## src/rtl/wb_xlate_pkg.sv

```systemverilog
// Shared constants and helpers for the address-window decoder.
// Assumes feature masks are small integers with the bit meanings below.
package wb_xlate_pkg;

    localparam int unsigned FEAT_ERR   = 0;
    localparam int unsigned FEAT_RTY   = 1;
    localparam int unsigned FEAT_STALL = 2;

    // Round a word address up to the next multiple of 2**log2_align.
    function automatic int unsigned align_up(int unsigned value, int unsigned log2_align);
        int unsigned step;
        if (log2_align == 0) return value;
        step = 32'd1 << log2_align;
        return ((value + step - 1) / step) * step;
    endfunction

endpackage

```

## src/rtl/wb_xlate_window.sv

```systemverilog
// Window match and address translation for one subordinate.
// Assumes BASE + 2**SPAN_LOG2 fits inside the ADDR_W word space.
module wb_xlate_window #(
    parameter int unsigned ADDR_W    = 12,
    parameter int unsigned BASE      = 0,
    parameter int unsigned SPAN_LOG2 = 4
) (
    input  logic [ADDR_W-1:0] adr,
    output logic              hit,
    output logic [ADDR_W-1:0] sub_adr
);
    localparam logic [ADDR_W:0]   BASE_V = (ADDR_W + 1)'(BASE);
    localparam logic [ADDR_W-1:0] KEEP   = ADDR_W'((64'd1 << SPAN_LOG2) - 64'd1);

    logic [ADDR_W:0] diff;

    // Offset from the window base; the top bit is the borrow.
    assign diff = {1'b0, adr} - BASE_V;

    // Inside when no borrow and no offset bit above the span.
    assign hit = !diff[ADDR_W] && ((diff[ADDR_W-1:0] & ~KEEP) == '0);

    // Translated address keeps only the subordinate's own bits.
    assign sub_adr = diff[ADDR_W-1:0] & KEEP;

endmodule

```

## src/rtl/wb_xlate_lanes.sv

```systemverilog
// Select expansion and read-lane assembly for one subordinate.
// Dense: full-width subordinate, granularity equal or finer by a power of two.
// Sparse: subordinate width equals its granularity and fits in one lane.
module wb_xlate_lanes #(
    parameter int unsigned DATA_W = 32,
    parameter int unsigned GRAN_W = 8,
    parameter int unsigned SSEL_W = 8,
    parameter int unsigned SUB_DW = 32,
    parameter int unsigned SUB_GW = 8,
    parameter int unsigned SPARSE = 0,
    localparam int unsigned SEL_W = DATA_W / GRAN_W
) (
    input  logic [SEL_W-1:0]  m_sel,
    input  logic [DATA_W-1:0] sub_rdata,
    output logic [SSEL_W-1:0] sub_sel,
    output logic [DATA_W-1:0] rdata
);
    if (SUB_GW > GRAN_W) begin : g_bad_gran
        $error("subordinate granularity coarser than decoder granularity");
    end

    if (SPARSE != 0) begin : g_sparse
        if (SUB_DW != SUB_GW || SUB_DW > GRAN_W) begin : g_bad_sparse
            $error("sparse subordinate width must equal its granularity and fit one lane");
        end
        logic unused_bits;

        // Upper selects and upper read bits carry nothing in this mode.
        assign unused_bits = ^{m_sel[SEL_W-1:1], sub_rdata[DATA_W-1:SUB_DW]};

        // Only the lowest lane reaches the narrow subordinate.
        assign sub_sel = SSEL_W'(m_sel[0]);

        // Narrow word returns zero-extended in lane 0.
        assign rdata = m_sel[0] ? DATA_W'(sub_rdata[SUB_DW-1:0]) : '0;
    end else begin : g_dense
        localparam int unsigned RATIO = GRAN_W / SUB_GW;
        if (SUB_DW != DATA_W || SEL_W * RATIO > SSEL_W) begin : g_bad_dense
            $error("dense subordinate must match the bus width and fit the select field");
        end

        // Each initiator select covers RATIO finer subordinate selects.
        for (genvar j = 0; j < SSEL_W; j++) begin : g_ssel
            if (j < SEL_W * RATIO) begin : g_used
                assign sub_sel[j] = m_sel[j / RATIO];
            end else begin : g_pad
                assign sub_sel[j] = 1'b0;
            end
        end

        // Unselected read lanes return zero.
        for (genvar k = 0; k < SEL_W; k++) begin : g_lane
            assign rdata[k*GRAN_W +: GRAN_W] = m_sel[k] ? sub_rdata[k*GRAN_W +: GRAN_W] : '0;
        end
    end

endmodule

```

## src/rtl/wb_xlate_respmux.sv

```systemverilog
// Steers response and read data of the decoded subordinate to the initiator.
// Assumes hit is one-hot or zero; zero yields all-quiet outputs.
module wb_xlate_respmux #(
    parameter int unsigned NSUB   = 4,
    parameter int unsigned DATA_W = 32
) (
    input  logic [NSUB-1:0]             hit,
    input  logic [NSUB-1:0]             ack,
    input  logic [NSUB-1:0]             err,
    input  logic [NSUB-1:0]             rty,
    input  logic [NSUB-1:0]             stall,
    input  logic [NSUB-1:0][DATA_W-1:0] rdata,
    output logic                        o_ack,
    output logic                        o_err,
    output logic                        o_rty,
    output logic                        o_stall,
    output logic [DATA_W-1:0]           o_rdata
);
    // AND-OR selection across all windows.
    always_comb begin
        o_ack   = 1'b0;
        o_err   = 1'b0;
        o_rty   = 1'b0;
        o_stall = 1'b0;
        o_rdata = '0;
        for (int i = 0; i < NSUB; i++) begin
            o_ack   = o_ack   | (hit[i] & ack[i]);
            o_err   = o_err   | (hit[i] & err[i]);
            o_rty   = o_rty   | (hit[i] & rty[i]);
            o_stall = o_stall | (hit[i] & stall[i]);
            o_rdata = o_rdata | (rdata[i] & {DATA_W{hit[i]}});
        end
    end

endmodule

```

## src/rtl/wb_xlate_decoder.sv

```systemverilog
// One-initiator, NSUB-subordinate combinational address decoder.
// Windows are placed in index order, each optionally aligned, each 2**AW words.
// Assumes decoder granularity divides the bus width and SEL_W > 1.
module wb_xlate_decoder #(
    parameter int unsigned ADDR_W  = 12,
    parameter int unsigned DATA_W  = 32,
    parameter int unsigned GRAN_W  = 8,
    parameter int unsigned NSUB    = 4,
    parameter int unsigned SSEL_W  = 8,
    parameter int unsigned SUB_AW     [NSUB] = '{6, 4, 5, 3},
    parameter int unsigned SUB_DW     [NSUB] = '{32, 32, 8, 32},
    parameter int unsigned SUB_GW     [NSUB] = '{8, 4, 8, 8},
    parameter int unsigned SUB_SPARSE [NSUB] = '{0, 0, 1, 0},
    parameter int unsigned SUB_ALIGN  [NSUB] = '{0, 0, 8, 10},
    parameter int unsigned SUB_FEAT   [NSUB] = '{1, 0, 0, 7},
    parameter int unsigned DEC_FEAT   = 7,
    localparam int unsigned SEL_W = DATA_W / GRAN_W
) (
    input  logic [ADDR_W-1:0]           m_adr,
    input  logic [DATA_W-1:0]           m_dat_w,
    output logic [DATA_W-1:0]           m_dat_r,
    input  logic [SEL_W-1:0]            m_sel,
    input  logic                        m_cyc,
    input  logic                        m_stb,
    input  logic                        m_we,
    output logic                        m_ack,
    output logic                        m_err,
    output logic                        m_rty,
    output logic                        m_stall,
    input  logic                        m_lock,
    input  logic [2:0]                  m_cti,
    input  logic [1:0]                  m_bte,
    output logic [NSUB-1:0][ADDR_W-1:0] s_adr,
    output logic [DATA_W-1:0]           s_dat_w,
    input  logic [NSUB-1:0][DATA_W-1:0] s_dat_r,
    output logic [NSUB-1:0][SSEL_W-1:0] s_sel,
    output logic [NSUB-1:0]             s_cyc,
    output logic                        s_stb,
    output logic                        s_we,
    input  logic [NSUB-1:0]             s_ack,
    input  logic [NSUB-1:0]             s_err,
    input  logic [NSUB-1:0]             s_rty,
    input  logic [NSUB-1:0]             s_stall,
    output logic                        s_lock,
    output logic [2:0]                  s_cti,
    output logic [1:0]                  s_bte
);
    import wb_xlate_pkg::*;

    localparam bit DEC_ERR   = ((DEC_FEAT >> FEAT_ERR) & 1) != 0;
    localparam bit DEC_RTY   = ((DEC_FEAT >> FEAT_RTY) & 1) != 0;
    localparam bit DEC_STALL = ((DEC_FEAT >> FEAT_STALL) & 1) != 0;

    // Base word address of window idx after sequential, aligned placement.
    function automatic int unsigned win_base(int unsigned idx);
        int unsigned nxt;
        int unsigned b;
        nxt = 0;
        b   = 0;
        for (int unsigned j = 0; j <= idx; j++) begin
            b   = align_up(nxt, SUB_ALIGN[j]);
            nxt = b + (32'd1 << SUB_AW[j]);
        end
        return b;
    endfunction

    logic [NSUB-1:0]             hit;
    logic [NSUB-1:0]             g_err;
    logic [NSUB-1:0]             g_rty;
    logic [NSUB-1:0]             g_stall;
    logic [NSUB-1:0][DATA_W-1:0] lane_rdata;
    logic                        mux_err;
    logic                        mux_rty;
    logic                        mux_stall;
    logic                        unused_resp;

    // Response inputs of subordinates lacking a feature are ignored.
    assign unused_resp = ^{s_err, s_rty, s_stall};

    for (genvar i = 0; i < NSUB; i++) begin : g_sub
        localparam int unsigned BASE      = win_base(i);
        localparam bit          HAS_ERR   = ((SUB_FEAT[i] >> FEAT_ERR) & 1) != 0;
        localparam bit          HAS_RTY   = ((SUB_FEAT[i] >> FEAT_RTY) & 1) != 0;
        localparam bit          HAS_STALL = ((SUB_FEAT[i] >> FEAT_STALL) & 1) != 0;

        if (64'(BASE) + (64'd1 << SUB_AW[i]) > (64'd1 << ADDR_W)) begin : g_bad_span
            $error("window runs past the initiator address space");
        end
        if ((SUB_FEAT[i] & ~DEC_FEAT) != 0) begin : g_bad_feat
            $error("subordinate response signal has no decoder counterpart");
        end

        wb_xlate_window #(
            .ADDR_W   (ADDR_W),
            .BASE     (BASE),
            .SPAN_LOG2(SUB_AW[i])
        ) u_window (
            .adr    (m_adr),
            .hit    (hit[i]),
            .sub_adr(s_adr[i])
        );

        wb_xlate_lanes #(
            .DATA_W(DATA_W),
            .GRAN_W(GRAN_W),
            .SSEL_W(SSEL_W),
            .SUB_DW(SUB_DW[i]),
            .SUB_GW(SUB_GW[i]),
            .SPARSE(SUB_SPARSE[i])
        ) u_lanes (
            .m_sel    (m_sel),
            .sub_rdata(s_dat_r[i]),
            .sub_sel  (s_sel[i]),
            .rdata    (lane_rdata[i])
        );

        // Cycle-valid reaches the decoded subordinate only.
        assign s_cyc[i] = m_cyc & hit[i];

        // Optional responses count only where the subordinate has them.
        assign g_err[i]   = HAS_ERR & s_err[i];
        assign g_rty[i]   = HAS_RTY & s_rty[i];
        assign g_stall[i] = HAS_STALL & s_stall[i];
    end

    wb_xlate_respmux #(
        .NSUB  (NSUB),
        .DATA_W(DATA_W)
    ) u_respmux (
        .hit    (hit),
        .ack    (s_ack),
        .err    (g_err),
        .rty    (g_rty),
        .stall  (g_stall),
        .rdata  (lane_rdata),
        .o_ack  (m_ack),
        .o_err  (mux_err),
        .o_rty  (mux_rty),
        .o_stall(mux_stall),
        .o_rdata(m_dat_r)
    );

    // Decoder-level presence of each optional response.
    assign m_err   = DEC_ERR & mux_err;
    assign m_rty   = DEC_RTY & mux_rty;
    assign m_stall = DEC_STALL & mux_stall;

    // Broadcast request fields.
    assign s_dat_w = m_dat_w;
    assign s_stb   = m_stb;
    assign s_we    = m_we;
    assign s_lock  = m_lock;
    assign s_cti   = m_cti;
    assign s_bte   = m_bte;

endmodule

```

## config.mk

```make
export PLATFORM = sky130hd
export DESIGN_NAME = wb_xlate_decoder
export DESIGN_NICKNAME = d
export VERILOG_FILES = /design/src/rtl/wb_xlate_pkg.sv /design/src/rtl/wb_xlate_window.sv /design/src/rtl/wb_xlate_lanes.sv /design/src/rtl/wb_xlate_respmux.sv /design/src/rtl/wb_xlate_decoder.sv
export SDC_FILE = /design/constraint.sdc
export NUM_CORES = 1
export LEC_CHECK = 0
export BUFFER_PORTS_ARGS = -buffer_cell sky130_fd_sc_hd__buf_2
export CORE_AREA = 2 2 140 142
export DETAILED_ROUTE_END_ITERATION = 6
export DIE_AREA = 0 0 142 144
export GPL_ROUTABILITY_DRIVEN = 0
export GPL_TIMING_DRIVEN = 0
export PLACE_DENSITY_LB_ADDON = 0.1
export REMOVE_ABC_BUFFERS = 1
export SLEW_MARGIN = 5
export SYNTH_ARGS = -nofsm -noshare
export SYNTH_HDL_FRONTEND = slang
export SYNTH_HIERARCHICAL = 1
export SYNTH_SLANG_ARGS = --single-unit
```

## constraint.sdc

```tcl
create_clock -name vclk -period 2
set_input_delay 0.3 -clock vclk [all_inputs]
set_output_delay 0.3 -clock vclk [all_outputs]
set_load 0.01 [all_outputs]
```

==> impl_summary.log <==
INFO  metric seq_cell_count = 0
INFO  metric multiInputGateArea = 2020 µm²
INFO  metric ys_warn_count = 6
INFO  metric period_minus_slack = 2.13 ns
INFO  metric postCtsHoldBufs = 0
INFO  metric finalCritPeriodShare = 107%
INFO  metric critical_path.top_delay_family = simple AND/OR/NAND/NOR gates
INFO  metric placed_cells_incl_taps = 744
INFO  metric postLayoutSetupSlackWorst = -0.134 ns
INFO  metric start_kind = input pin
INFO  metric core_area = 19,100 µm²
INFO  metric leakagePower = 1.98 nW
INFO  metric maximum_number_of_pins_on_one_net_before_global_route_repair = 38
INFO  metric critical_path.cell_chain = buf_8 -> buf_6 -> or4_4 -> nor3_4 -> buf_12 -> buf_12 -> buf_16 -> a22oi_1 -> nand2_1 -> buf_2
INFO  metric crit_path_max_incr_delay = 0.52 ns
INFO  metric path_class = input pin to output port
INFO  metric boundaryPins = 361
INFO  metric drt-pass1-iter-count = 4
INFO  metric ratio_of_cells_with_drive_above_1_in_the_final_layout = 51.3%
INFO  metric initial_antenna_violation_count = 0
INFO  metric overflow = 0
INFO  metric slowest_stage = or4_4
INFO  metric run_status = finished with violations
INFO  metric critical_path_at = 1.83 ns
INFO  metric post_drt_via_cell_ratio = 3.78
INFO  metric cp_buf_inv_count = 6
INFO  metric drc = 0
INFO  metric crit_path_end_kind = output port
INFO  metric final_nets = 733
INFO  metric port-buffer-count = 189
INFO  metric failed_checks = setup timing
INFO  metric synth_top_area_share = 39.0%
INFO  metric postSynthAreaPerCell = 6.92 µm²
INFO  metric dp.final_hpwl = 9.69 mm
INFO  metric list_of_most_frequent_post_synthesis_cells = buf_4 (144), and2_1 (108), a22oi_1 (72)
INFO  metric finalWirelength = 12.8 mm
INFO  metric start_util = 14.5%
INFO  metric cp.required = 1.70 ns
INFO  metric power.density_cell_area = 101 nW/µm²
INFO  metric timing.max_cap.violations = 0
INFO  metric vias_post_dr = 2,899
INFO  metric share_of_the_yosys_chip_area_belonging_to_registers = 0%
INFO  metric maxSlewViolCount = 0
INFO  metric clock_buffers = 0
INFO  metric netlist_area = 2780 µm²
INFO  metric grtUsageTotal = 10.7%
INFO  metric synth_top_area_cell = buf_4
INFO  metric die_w = 142 µm
INFO  metric routedWlPerCell = 16.6 µm
INFO  metric timing.hold.worst.class = input pin to output port
INFO  metric rows = 51
INFO  metric vdd.ir_drop.worst = 0.0000675 V
INFO  metric finish.utilization = 20.4%
INFO  metric drt_iter0_drc = 39
INFO  metric grt_pass1_vias = 2,595
INFO  metric remaining_antenna_violation_count_after_routing = 0
INFO  metric setup_viol = 38
INFO  metric layout.area.seq = 0 µm²
INFO  metric placement.cell_area = 3150 µm²
INFO  metric setup_tns = -3.32 ns
INFO  metric n_fill_cell = 2,193
INFO  metric final-instance-count-excl-fill = 767
INFO  metric post_synth_num_cell_types = 17
INFO  metric timing.final.hold_violations = 0
INFO  metric dieHeight = 144 µm
INFO  metric cpMostUsedCell = buf_12
INFO  metric synth_top_cells_by_area = buf_4 (39%), and2_1 (24%), a22oi_1 (19%)
INFO  metric crit_path_max_fanout = 7
INFO  metric grt_first_pass_wirelength = 16.5 mm
INFO  metric area_growth = 40.5%
INFO  metric final_cell_area = 3900 µm²
INFO  metric fmaxAchievable = 469 MHz
INFO  metric postSynthCellCount = 401
INFO  metric unrepaired_setup_endpoints_after_global_routing = yes
INFO  metric yosysMostFrequentCell = buf_4
INFO  metric design.die.area = 20,400 µm²
==> area by class of cell <==
class | instances | area share (%)
Timing Repair Buffer | 218 | 40.0
Multi-Input combinational cell | 306 | 51.8
Tap cell | 238 | 7.64
Inverter | 4 | 0.449
Antenna cell | 1 | 0.0642
==> worst paths after layout <==
path	startpoint	endpoint	slack, ns	cells after the start
worst max-delay path	m_adr[10]	m_dat_r[3]	-0.13	10
worst min-delay path	m_lock	s_lock	0.60	0
==> what timing repair did <==
action,CTS,global route
cloned,3,5
endpoints found under the setup margin,40,39
pin swaps,51,14
gates resized for setup,61,25
buffers inserted,13,2
==> cells by family (layout without fill, tap and decap cells) <==
logic type,after synthesis,in the layout,share of synthesized area [%]
compound gates,72,72,19.5
xor+xnor,1,1,0.316
fa+ha+maj,2,2,0.902
buf+inv,164,222,46.0
other cells,8,78,1.08
simple gates,154,154,32.2
==> layout by cell type, fill, tap and decap left out <==
cell	instances
inv_2	1
a22oi_1	32
nor4_4	2
or4_4	2
and2_4	3
conb_1	77
nor4_1	1
nor2_1	1
buf_12	6
and4_4	1
inv_4	1
and4b_4	1
nand2_1	36
ha_4	1
ha_1	1
buf_8	6
buf_6	15
buf_4	5
nor3_4	1
diode_2	1
and2_1	105
a22oi_2	40
inv_1	2
buf_2	176
nand4bb_1	1
buf_16	5
clkbuf_16	5
xnor2_1	1
==> where the power goes <==
part,switching (mW),internal [mW]
Clock,0,0.0000000669
Combinational,0.201,0.194
Sequential,0,0
Total,0.201,0.194
==> metal layers <==
layer	wire length (µm)	GRT usage, %	up-vias
li1	-	-	1386
met3	2210	8.51	8
met4	31	0.368	4
met1	5180	13.1	1280
met5	161	6.77	-
met2	5180	14.7	221
==> metrics by stage <==
stage / setup slack, ns / hold WS [ns] / total power, mW
floorplan: -1.15 / 0.600 / 0.142
CTS: -0.312 / 0.600 / 0.384
global placement: -3.40 / 0.600 / 0.340
finish: -0.134 / 0.600 / 0.395
global route: -0.209 / 0.600 / 0.448
detailed placement: -0.845 / 0.600 / 0.348
Power figures use the tool's default switching activity.
